==> src/rtl/bwt_pkg.sv <==
package bwt_pkg;

    localparam int CPU_AW    = 16;
    localparam int BLK_W     = 16;
    localparam int KB_SHIFT  = 10;
    localparam int SEG_N     = 3;
    localparam int SEG_BYTES = 2560;
    localparam int REG_W     = 8;

    localparam logic [CPU_AW-1:0] WB_LO   = 16'hD000;
    localparam int                SEG_LO  = 32'hE000;
    localparam logic [CPU_AW-1:0] SEG_LO16 = 16'hE000;
    localparam logic [CPU_AW-1:0] HOLE_LO = 16'hFE00;
    localparam logic [CPU_AW-1:0] REG_LO  = 16'hFF00;

    typedef enum logic [2:0] {
        RG_WA   = 3'd0,
        RG_WB   = 3'd1,
        RG_SEG  = 3'd2,
        RG_HOLE = 3'd3,
        RG_REG  = 3'd4
    } region_e;

    typedef enum logic [2:0] {
        CS_WA   = 3'd0,
        CS_WB   = 3'd1,
        CS_SEG0 = 3'd2,
        CS_SEG1 = 3'd3,
        CS_SEG2 = 3'd4
    } cfg_sel_e;

    typedef struct packed {
        region_e           rg;
        logic [1:0]        seg;
        logic [CPU_AW-1:0] off;
    } dec_t;

    // block * 2560 + off, with 2560 = 2048 + 512
    function automatic logic [31:0] blk_to_lin(logic [BLK_W-1:0] blk,
                                               logic [CPU_AW-1:0] off);
        logic [31:0] b;
        b = {16'd0, blk};
        return (b << 11) + (b << 9) + {16'd0, off};
    endfunction

endpackage

==> src/rtl/bwt_region_decode.sv <==
module bwt_region_decode
    import bwt_pkg::*;
(
    input  logic [CPU_AW-1:0] addr,
    output dec_t              dec
);

    logic [SEG_N-1:0]             seg_hit;
    logic [SEG_N-1:0][CPU_AW-1:0] seg_off;

    for (genvar k = 0; k < SEG_N; k++) begin : g_seg
        localparam logic [16:0] LO = 17'(SEG_LO + k * SEG_BYTES);
        localparam logic [16:0] HI = 17'(SEG_LO + (k + 1) * SEG_BYTES);
        logic [16:0] a17;
        logic [16:0] d17;
        assign a17        = {1'b0, addr};
        assign d17        = a17 - LO;
        assign seg_hit[k] = (a17 >= LO) && (a17 < HI);
        assign seg_off[k] = d17[CPU_AW-1:0];
    end

    always_comb begin
        dec = '{rg: RG_HOLE, seg: 2'd0, off: '0};
        if (addr < WB_LO) begin
            dec.rg  = RG_WA;
            dec.off = addr;
        end else if (addr < SEG_LO16) begin
            dec.rg  = RG_WB;
            dec.off = addr - WB_LO;
        end else if (addr >= REG_LO) begin
            dec.rg  = RG_REG;
            dec.off = {8'd0, addr[7:0]};
        end else begin
            for (int k = 0; k < SEG_N; k++) begin
                if (seg_hit[k]) begin
                    dec.rg  = RG_SEG;
                    dec.seg = 2'(k);
                    dec.off = seg_off[k];
                end
            end
        end
    end

endmodule

==> src/rtl/bwt_base_regs.sv <==
module bwt_base_regs
    import bwt_pkg::*;
#(
    parameter int KB_W = 14
) (
    input  logic                        clk,
    input  logic                        rst,
    input  logic                        cfg_we,
    input  logic [2:0]                  cfg_sel,
    input  logic [15:0]                 cfg_data,
    output logic [KB_W-1:0]             win_a_kb,
    output logic [KB_W-1:0]             win_b_kb,
    output logic [SEG_N-1:0][BLK_W-1:0] seg_blk
);

    always_ff @(posedge clk) begin
        if (rst) begin
            win_a_kb <= '0;
            win_b_kb <= '0;
        end else if (cfg_we) begin
            if (cfg_sel == CS_WA) win_a_kb <= cfg_data[KB_W-1:0];
            if (cfg_sel == CS_WB) win_b_kb <= cfg_data[KB_W-1:0];
        end
    end

    for (genvar k = 0; k < SEG_N; k++) begin : g_blk
        localparam logic [2:0] CODE = 3'(CS_SEG0 + k);
        always_ff @(posedge clk) begin
            if (rst)
                seg_blk[k] <= '0;
            else if (cfg_we && cfg_sel == CODE)
                seg_blk[k] <= cfg_data;
        end
    end

    // bases move only on a write
    a_r8_win_a_hold: assert property (@(posedge clk) disable iff (rst)
        !$past(cfg_we) |-> $stable(win_a_kb));
    a_r8_win_b_hold: assert property (@(posedge clk) disable iff (rst)
        !$past(cfg_we) |-> $stable(win_b_kb));
    a_r8_seg_hold: assert property (@(posedge clk) disable iff (rst)
        !$past(cfg_we) |-> $stable(seg_blk));

endmodule

==> src/rtl/bwt_lin_calc.sv <==
module bwt_lin_calc
    import bwt_pkg::*;
#(
    parameter int RAM_AW = 24,
    parameter int KB_W   = RAM_AW - KB_SHIFT
) (
    input  dec_t                        dec,
    input  logic [KB_W-1:0]             win_a_kb,
    input  logic [KB_W-1:0]             win_b_kb,
    input  logic [SEG_N-1:0][BLK_W-1:0] seg_blk,
    output logic [RAM_AW-1:0]           lin,
    output logic                        hit_ram,
    output logic                        hit_reg
);

    logic [31:0]      sum;
    logic [BLK_W-1:0] blk;

    always_comb begin
        case (dec.seg)
            2'd0:    blk = seg_blk[0];
            2'd1:    blk = seg_blk[1];
            default: blk = seg_blk[2];
        endcase
    end

    always_comb begin
        sum     = '0;
        hit_ram = 1'b0;
        hit_reg = 1'b0;
        unique case (dec.rg)
            RG_WA: begin
                sum     = 32'({win_a_kb, {KB_SHIFT{1'b0}}}) + {16'd0, dec.off};
                hit_ram = 1'b1;
            end
            RG_WB: begin
                sum     = 32'({win_b_kb, {KB_SHIFT{1'b0}}}) + {16'd0, dec.off};
                hit_ram = 1'b1;
            end
            RG_SEG: begin
                sum     = blk_to_lin(blk, dec.off);
                hit_ram = 1'b1;
            end
            RG_REG:  hit_reg = 1'b1;
            default: ;
        endcase
        lin = sum[RAM_AW-1:0];
    end

endmodule

==> src/rtl/buf_win_xlat.sv <==
module buf_win_xlat
    import bwt_pkg::*;
#(
    parameter int RAM_AW = 24
) (
    input  logic              clk,
    input  logic              rst,
    input  logic              cpu_valid,
    input  logic [15:0]       cpu_addr,
    input  logic              cfg_we,
    input  logic [2:0]        cfg_sel,
    input  logic [15:0]       cfg_data,
    output logic [RAM_AW-1:0] ram_addr,
    output logic              ram_sel,
    output logic              reg_sel,
    output logic [7:0]        reg_idx
);

    localparam int KB_W = RAM_AW - KB_SHIFT;

    dec_t                        dec;
    logic [KB_W-1:0]             win_a_kb;
    logic [KB_W-1:0]             win_b_kb;
    logic [SEG_N-1:0][BLK_W-1:0] seg_blk;
    logic [RAM_AW-1:0]           lin;
    logic                        hit_ram;
    logic                        hit_reg;

    bwt_region_decode u_dec (
        .addr (cpu_addr),
        .dec  (dec)
    );

    bwt_base_regs #(.KB_W(KB_W)) u_regs (
        .clk      (clk),
        .rst      (rst),
        .cfg_we   (cfg_we),
        .cfg_sel  (cfg_sel),
        .cfg_data (cfg_data),
        .win_a_kb (win_a_kb),
        .win_b_kb (win_b_kb),
        .seg_blk  (seg_blk)
    );

    bwt_lin_calc #(.RAM_AW(RAM_AW), .KB_W(KB_W)) u_calc (
        .dec      (dec),
        .win_a_kb (win_a_kb),
        .win_b_kb (win_b_kb),
        .seg_blk  (seg_blk),
        .lin      (lin),
        .hit_ram  (hit_ram),
        .hit_reg  (hit_reg)
    );

    always_ff @(posedge clk) begin
        if (rst) begin
            ram_addr <= '0;
            ram_sel  <= 1'b0;
            reg_sel  <= 1'b0;
            reg_idx  <= '0;
        end else begin
            ram_sel  <= cpu_valid && hit_ram;
            reg_sel  <= cpu_valid && hit_reg;
            ram_addr <= (cpu_valid && hit_ram) ? lin : '0;
            reg_idx  <= (cpu_valid && hit_reg) ? dec.off[REG_W-1:0] : '0;
        end
    end

    // an idle cycle yields no strobe on the next
    a_r7_idle_quiet: assert property (@(posedge clk) disable iff (rst)
        !$past(cpu_valid) |-> (!ram_sel && !reg_sel && ram_addr == '0));
    // the unmapped page raises nothing
    a_r6_hole_quiet: assert property (@(posedge clk) disable iff (rst)
        ($past(cpu_valid) && $past(cpu_addr[15:8]) == 8'hFE) |-> (!ram_sel && !reg_sel));
    // register page selects registers with the low byte as index
    a_r5_reg_page: assert property (@(posedge clk) disable iff (rst)
        ($past(cpu_valid) && $past(cpu_addr[15:8]) == 8'hFF)
            |-> (reg_sel && !ram_sel && reg_idx == $past(cpu_addr[7:0])));
    // window A addresses always reach RAM
    a_r2_win_a_hit: assert property (@(posedge clk) disable iff (rst)
        ($past(cpu_valid) && $past(cpu_addr) < 16'hD000) |-> (ram_sel && !reg_sel));
    // the segment band always reaches RAM
    a_r4_seg_hit: assert property (@(posedge clk) disable iff (rst)
        ($past(cpu_valid) && $past(cpu_addr) >= 16'hE000 && $past(cpu_addr) < 16'hFE00)
            |-> ram_sel);

endmodule

==> config.mk <==
export PLATFORM = sky130hd
export DESIGN_NAME = buf_win_xlat
export DESIGN_NICKNAME = d
export VERILOG_FILES = /design/src/rtl/bwt_pkg.sv /design/src/rtl/bwt_region_decode.sv /design/src/rtl/bwt_base_regs.sv /design/src/rtl/bwt_lin_calc.sv /design/src/rtl/buf_win_xlat.sv
export SDC_FILE = /design/constraint.sdc
export NUM_CORES = 1
export LEC_CHECK = 0
export ABC_AREA = 1
export BUFFER_PORTS_ARGS = -buffer_cell sky130_fd_sc_hd__buf_2
export CAP_MARGIN = 25
export CORE_MARGIN = 2
export CORE_UTILIZATION = 55
export DETAILED_ROUTE_END_ITERATION = 8
export GPL_ROUTABILITY_DRIVEN = 0
export PLACE_DENSITY_LB_ADDON = 0.12
export SLEW_MARGIN = 15
export SYNTH_ARGS = -nofsm -noshare
export SYNTH_HDL_FRONTEND = slang
export SYNTH_SLANG_ARGS = --single-unit
==> constraint.sdc <==
create_clock -name clk -period 7.6 [get_ports clk]
set_input_delay 1.52 -clock clk [delete_from_list [all_inputs] [get_ports clk]]
set_output_delay 1.52 -clock clk [all_outputs]
set_load 0.1 [all_outputs]
==> impl_results.md, run 1 <==
- Core area: 10,800 um^2
- Critical R2R Capture: ram_addr[20]$_SDFF_PP0_
- Syn Inst Count: 843
- Setup Buffers After CTS: 0
- Hold-fix buffers, CTS: 0
- HP Class: flop to flop
- NetSw: 349 uW
- Worst r2r src: u_regs.seg_blk[16]$_SDFFE_PP0P_
- Buffer depth of the longest clock path: 2
- Setup-failing EPs final: 0
- Synth Cell Area: 6080 um^2
- Worst Skew: around 0.012 ns
- Cell Pwr Density: 175 nW/um^2
- Die height: 109 um
- Seq/Total Area, Yosys: 35.2%
- Total chip power: 1180 uW
- I/O Buffers: 71
- Antenna-violating nets left: 0
- Syn_nets: 929
- VDD IR max: 106 uV
- Grt total ovfl: 0
- Sink Count: 107
- Number of CTS-inserted buffers: 9
- Top-count cell post-synth: nand2_1
- Main flop type after synthesis: dfxtp_1
- Initial antenna violation count: 0
- Area occupied by multi-input gates: 3530 um^2
- Die span in x: 109 um
- FFs w/ async S/R, synth: 0%
- Largest net degree at the start of global routing: 75
- Total negative setup slack: 0 ns
- Number of H-tree levels: 3
- Synth Register Bits: 107
- Final worst slack: between 1.5 and 2 ns
- Root buf cell: clkbuf_8
- Synth unique cells: 50
- Top cells by area, synth: dfxtp_1 35%, nand2_1 14%, ha_1 9.1%
- EDFF count, synth: 0
- R2r setup slk: 4.37 ns
- Non-filler cells, final: 1,043
- Worst EP required: around 8 ns
- Area leader, netlist: dfxtp_1
- Type of origin of the critical path: input port
- Starting density of the core: about 56%
- Total GRT Usage: 28.4%
- Reg2reg path depth: 14
- Area of the die: 11,900 um^2
- Run status: completed
- Internal power: 833 uW
- Clock network power share: 35.1%
- # diodes: 0
- I/O pins: 73
- Final hold vios: 0
- Max Slew Vio Count: 0
- CTS tree: done
- Drt drc: 0
- Clock Pin Slew Worst Setup and Hold Paths: 0.10 ns
- Comb pwr share: 15.8%
- Total wire length: 16.2 mm
- Fillers: around 1k
- Crit. Startpoint: cpu_addr[13]
- Leakage: 0.00303 uW
- Final period util: 76.2%
- Top cell type's share of synthesized area: 35.2%
- CP Capture Point: ram_addr[20]$_SDFF_PP0_
- Setup crit end kind: flop
- Max-cap violations: 0
- P&R area growth vs syn: 11.3%
- Sw Share: between 20% and 30%
- Max Fclk: 173 MHz
- Pre-CTS setup slack: between 1 and 1.5 ns
- Post_cts resized: 0
- Detailed Place HPWL: 11.8 mm
- Vias per cell: 5.55
- Routed vias: 5,790
- Tmin final: roughly 5.8 ns
- Commonest cells post-synth: 232 x nand2_1, 107 x a21oi_1, 107 x dfxtp_1
- Final #Nets: around 1,000
- Yosys warns: 0
- Mean Syn Cell Area: roughly 7.2 um^2
- DRT Pass-1 Iters: 5
- Unrepaired setup endpoints after global routing: no
- Worst Tran Pin Value: approximately 1 ns
- Std cell rows: 38
- Crit-path max FO: 13
- Wire per inst: 15.5 um
- Worst setup path class: input port to flop
- Register Area: 2140 um^2
- Sequential Power Share: 49.0%
- Relative slew slack: 32.2%
- WP data arrival: 6.11 ns
- First-pass GRT wire length: 26.0 mm
- Placed cell count: 1,026
- DRT iter0 DRCs: 363
- Clk_lat worst skew: 0.39 ns
- Hold_ws: 0.466 ns
- Proportion of layout cells with a drive suffix above 1: 15.0%
- Vias in the first global route: 5,346
## power groups by stage
stage / combinational [uW] / sequential (uW) / clock, uW
after floorplan: 97.2 / 628 / 0
after global placement: 180 / 592 / 0
after detailed placement: 183 / 592 / 0
after CTS: 185 / 580 / 423
after global routing: 206 / 581 / 441
final: 187 / 580 / 416
## layer usage
metal	global-route usage [%]	share of wire, %
met5	0	0
met4	9.62	1.8
met3	4.48	6.9
met2	47.3	46
met1	37.3	45
## kinds of logic after synthesis
family | synth area share (%)
AO/OA/AOI/OAI | 17.4
XOR/XNOR | 1.44
adder cells (fa/ha/maj) | 10.0
buffers and inverters | 6.75
flip-flops | 35.2
multiplexers | 0.926
AND/OR/NAND/NOR | 28.2
## cell usage in the layout, fill, tap and decap left out, types with 3 or more instances in the layout
master	n
clkbuf_8	11
o21ai_0	20
o211ai_1	5
nand4_1	15
buf_4	4
nor3_1	6
buf_2	71
nor2_4	3
inv_1	64
a31oi_1	3
a211oi_1	11
a22oi_1	10
a21o_1	5
nand3_1	43
xor2_1	7
fa_1	3
or2_2	4
ha_1	44
inv_2	8
o21ai_2	3
nor2_1	62
mux2_2	5
nand2_2	5
nand2_1	232
a21oi_1	107
dfxtp_1	107
xnor2_1	3
o21ai_1	5
## state kept, by name, indices dropped and copies added (netlist names)
register / flops
u_regs.seg_blk: 45
u_regs.win_b_kb: 14
ram_addr: 24
reg_sel: 1
ram_sel: 1
reg_idx: 8
u_regs.win_a_kb: 14
## cell type report
type	instances	share of cell area (%)
clock buffers	11	2.24
well taps	140	2.59
repair buffers	76	5.92
flip-flops and latches	107	31.7
multi-input cells	631	52.2
inverters	73	4.05
clock inverters	5	1.39
## stage by stage
| step | cell area, um^2 | util [%] |
|---|---|---|
| 6_report | 6770 | 62.7 |
| 5_1_grt | 6770 | 62.7 |
| 4_1_cts | 6750 | 62.6 |
| 3_5_place_dp | 6510 | 60.3 |
| 3_3_place_gp | 6510 | 60.3 |
| 2_1_floorplan | 6080 | - |
## worst min path at each step
stage	cells after the start	startpoint	end	slack, ns
after floorplan	2	u_regs.win_b_kb[1]$_SDFFE_PP0P_	u_regs.win_b_kb[1]$_SDFFE_PP0P_	0.43
after global placement	2	u_regs.win_b_kb[4]$_SDFFE_PP0P_	u_regs.win_b_kb[4]$_SDFFE_PP0P_	0.45
after detailed placement	2	u_regs.win_a_kb[2]$_SDFFE_PP0P_	u_regs.win_a_kb[2]$_SDFFE_PP0P_	0.45
after CTS	2	u_regs.win_a_kb[2]$_SDFFE_PP0P_	u_regs.win_a_kb[2]$_SDFFE_PP0P_	0.47
after global routing	2	u_regs.seg_blk[33]$_SDFFE_PP0P_	u_regs.seg_blk[33]$_SDFFE_PP0P_	0.48
final	2	u_regs.win_a_kb[2]$_SDFFE_PP0P_	u_regs.win_a_kb[2]$_SDFFE_PP0P_	0.47
## worst max-delay path, cell delays in order
cell	delay (ns)
buf_2	0.19
inv_2	0.13
ha_1	0.28
nor2_8	0.18
nand2_4	0.15
clkinv_1	0.07
buf_4	0.18
nand3_2	0.25
nand2_1	0.19
inv_2	0.12
a221oi_1	0.63
fa_1	0.53
inv_1	0.12
fa_1	0.21
inv_1	0.06
o31ai_1	0.48
a21oi_1	0.20
nor3_1	0.22
nor2_1	0.06
nand2_1	0.06
nand3_1	0.07
a21oi_1	0.15
Note: power is estimated with default switching activity, not from simulation.
==> run 2: changes to the inputs <==
==> constraint.sdc (replaced) <==
create_clock -name clk -period 5.5 [get_ports clk]
set_input_delay 1.1 -clock clk [delete_from_list [all_inputs] [get_ports clk]]
set_output_delay 1.1 -clock clk [all_outputs]
set_load 0.1 [all_outputs]
==> run 2 against run 1 <==
Compared with the run above:
- clock skew is 0.0072 ns higher
- flip-flop and latch count stayed put
- highest routed layer unchanged
- clock power is 24% higher
- largest cell class unchanged
- sequential share of layout area is 0.12 points lower
- combinational power is 39% higher
- register-to-register slack worse by 2.0 ns
- global-route usage is 0.19 points higher
- count of clock-buffer cells in the layout is 1 higher
==> impl_results.md, run 2 (synthesized netlist as in run 1, its figures left out) <==
- Final period util: 90.0%
- Largest register FFs: 45 (unchanged)
- Crit-path max FO: 10 (-3)
- Max Slew Vio Count: 0 (unchanged)
- DRT Pass-1 Iters: 5 (unchanged)
- Drt drc: 0 (unchanged)
- Routed vias: 5,840 (+0.86%)
- Clk_lat worst skew: 0.40 ns (about the same)
- Number of H-tree levels: 3 (unchanged)
- Worst setup path class: input port to flop
- Starting density of the core: 56.4% (unchanged)
- Core area: 10,800 um^2 (unchanged)
- Wire per inst: 15.4 um (-0.58%)
- Final hold vios: 0 (unchanged)
- Worst hold stages: 2 (unchanged)
- Detailed Place HPWL: 12.0 mm (+2.0%)
- Leakage: 0.00305 uW (+0.67%)
- Post_cts resized: 0 (unchanged)
- I/O pins: 73 (unchanged)
- WP data arrival: 5.23 ns (-0.88 ns)
- Die height: 109 um (unchanged)
- Proportion of layout cells with a drive suffix above 1: 15.6% (+0.64 points)
- HP Class: flop to flop
- Initial antenna violation count: 0 (unchanged)
- Total GRT Usage: 28.6% (+0.19 points)
- First-pass GRT wire length: 26.4 mm (+1.6%)
- Tmin final: 4.95 ns
- Number of CTS-inserted buffers: 9 (unchanged)
- Critical R2R Capture: ram_addr[21]$_SDFF_PP0_
- Total wire length: 16.2 mm (+0.19%)
- Largest net degree at the start of global routing: 75 (unchanged)
- Worst path slowest cell: a221o_1
- Unrepaired setup endpoints after global routing: no
- Root buf cell: clkbuf_8
- Setup Buffers After CTS: 0 (unchanged)
- Antenna-violating nets left: 0 (unchanged)
- Type of origin of the critical path: input port
- Setup-failing EPs final: 0 (unchanged)
- Setup crit end kind: flop
- DRT iter0 DRCs: 388 (+6.9%)
- Commonest non-fill, non-tap cell in the layout: nand2_1
- Grt total ovfl: 0 (unchanged)
- Worst Skew: 0.0190 ns (+0.00716 ns)
- Total negative setup slack: 0 ns (unchanged)
- Hold-fix buffers, CTS: 0 (unchanged)
- Buffer depth of the longest clock path: 2 (unchanged)
- Commonest cells after routing, fill and taps aside: 232 x nand2_1, 107 x a21oi_1, 107 x dfxtp_1, 71 x buf_2, 64 x inv_1
- Worst Tran Pin Value: 0.790 ns (-0.222 ns)
- Worst r2r src: u_regs.seg_blk[18]$_SDFFE_PP0P_
- Run status: completed
- Hold wc startpoint: u_regs.win_b_kb[13]$_SDFFE_PP0P_
- Std cell rows: 38 (unchanged)
- # diodes: 0 (unchanged)
- Sink Count: 107 (unchanged)
- Clock Pin Slew Worst Setup and Hold Paths: 0.10 ns (about the same)
- I/O Buffers: 71 (unchanged)
- Biggest regs: u_regs.seg_blk x45, ram_addr x24
- Max-cap violations: 0 (unchanged)
- Cell Pwr Density: 232 nW/um^2 (+33%)
- VDD IR max: 156 uV (+46%)
- CTS tree: done
- Util after Layout: 62.9% (+0.23 points)
- Fillers: 987 (-2.3%)
- CP cell instances: buf_2 -> inv_2 -> ha_1 -> nor2_8 -> nand2_4 -> nor2_4 -> nand3_4 -> nand2_1 -> inv_2 -> a221o_1 -> xor2_1 -> ha_1 -> a21o_1 -> ha_1 -> a21oi_1 -> o21ai_0 -> a21oi_1 -> o21ai_0 -> inv_1 -> o21a_1 -> or2_2 -> nand3_1 -> a21oi_1
- Vias per cell: 5.56 (about the same)
- Max Fclk: slightly above 200 MHz
- Die span in x: 109 um (unchanged)
- Register Area: 2140 um^2 (unchanged)
- Relative slew slack: 47.2% (+15 points)
- Area occupied by multi-input gates: 3530 um^2 (unchanged)
- Crit. Startpoint: cpu_addr[13]
- CP Capture Point: ram_addr[21]$_SDFF_PP0_
- Final #Nets: 992 (+0.81%)
- Worst EP required: 5.78 ns (-2.14 ns)
- Area of the die: 11,900 um^2 (unchanged)
- R2r setup slk: 2.36 ns (-2.01 ns)
- P&R area growth vs syn: 11.7%
- Reg2reg path depth: 16 (+2)
- Vias in the first global route: 5,426 (+1.5%)
- CP peak stage delay: 0.39 ns (-0.24 ns)
- Biggest register: u_regs.seg_blk
## run 2: worst min-delay path by stage
stage	to
after global routing	u_regs.win_a_kb[6]$_SDFFE_PP0P_
after global placement	u_regs.win_a_kb[4]$_SDFFE_PP0P_
after CTS	u_regs.win_a_kb[4]$_SDFFE_PP0P_
after detailed placement	u_regs.win_a_kb[4]$_SDFFE_PP0P_
after floorplan	u_regs.win_b_kb[1]$_SDFFE_PP0P_
final	u_regs.win_b_kb[13]$_SDFFE_PP0P_
## run 2: power breakdown
part           internal, uW  switching, uW
clock                   239            277
sequential              794           7.24
combinational          72.0            188
## run 2: per-layer routing
layer / routed length [um] / up-vias / global-route usage (%)
met5: 0 / - / 0
met1: 7130 / 2690 / 36.2
li1: - / 2925 / -
met4: 342 / 0 / 11.2
met3: 1060 / 22 / 4.78
met2: 7660 / 203 / 48.3
## run 2: metrics by stage
stage | hold slack (ns) | setup slack [ns] | std cells | power [uW] | area (um^2)
after detailed placement | 0.452 | 0.145 | 1034 | 1070 | 6570
final | 0.463 | 0.553 | 1051 | 1580 | 6790
after floorplan | 0.434 | 0.857 | 843 | 1000 | 6080
after global placement | 0.446 | 0.266 | 1034 | 1070 | 6570
after CTS | 0.466 | 0.543 | 1050 | 1580 | 6780
after global routing | 0.482 | 0.206 | 1051 | 1640 | 6790
## run 2: final cells by class
type	instances	share of cell area, %
Sequential cell	107	31.5
Inverter	73	4.03
Clock inverter	4	0.811
Timing Repair Buffer	84	6.78
Tap cell	140	2.58
Clock buffer	12	2.28
Multi-Input combinational cell	631	52.0
## run 2: worst max-delay path, delay by kind of cell
| family | cells | cell delay [ns] |
|---|---|---|
| AOI/OAI and AO/OA | 8 | 1.43 |
| buffers and inverters | 4 | 0.57 |
| and+or+nand+nor | 7 | 1.10 |
| adders and majority gates | 3 | 0.85 |
| xor gates and xnor gates | 1 | 0.17 |
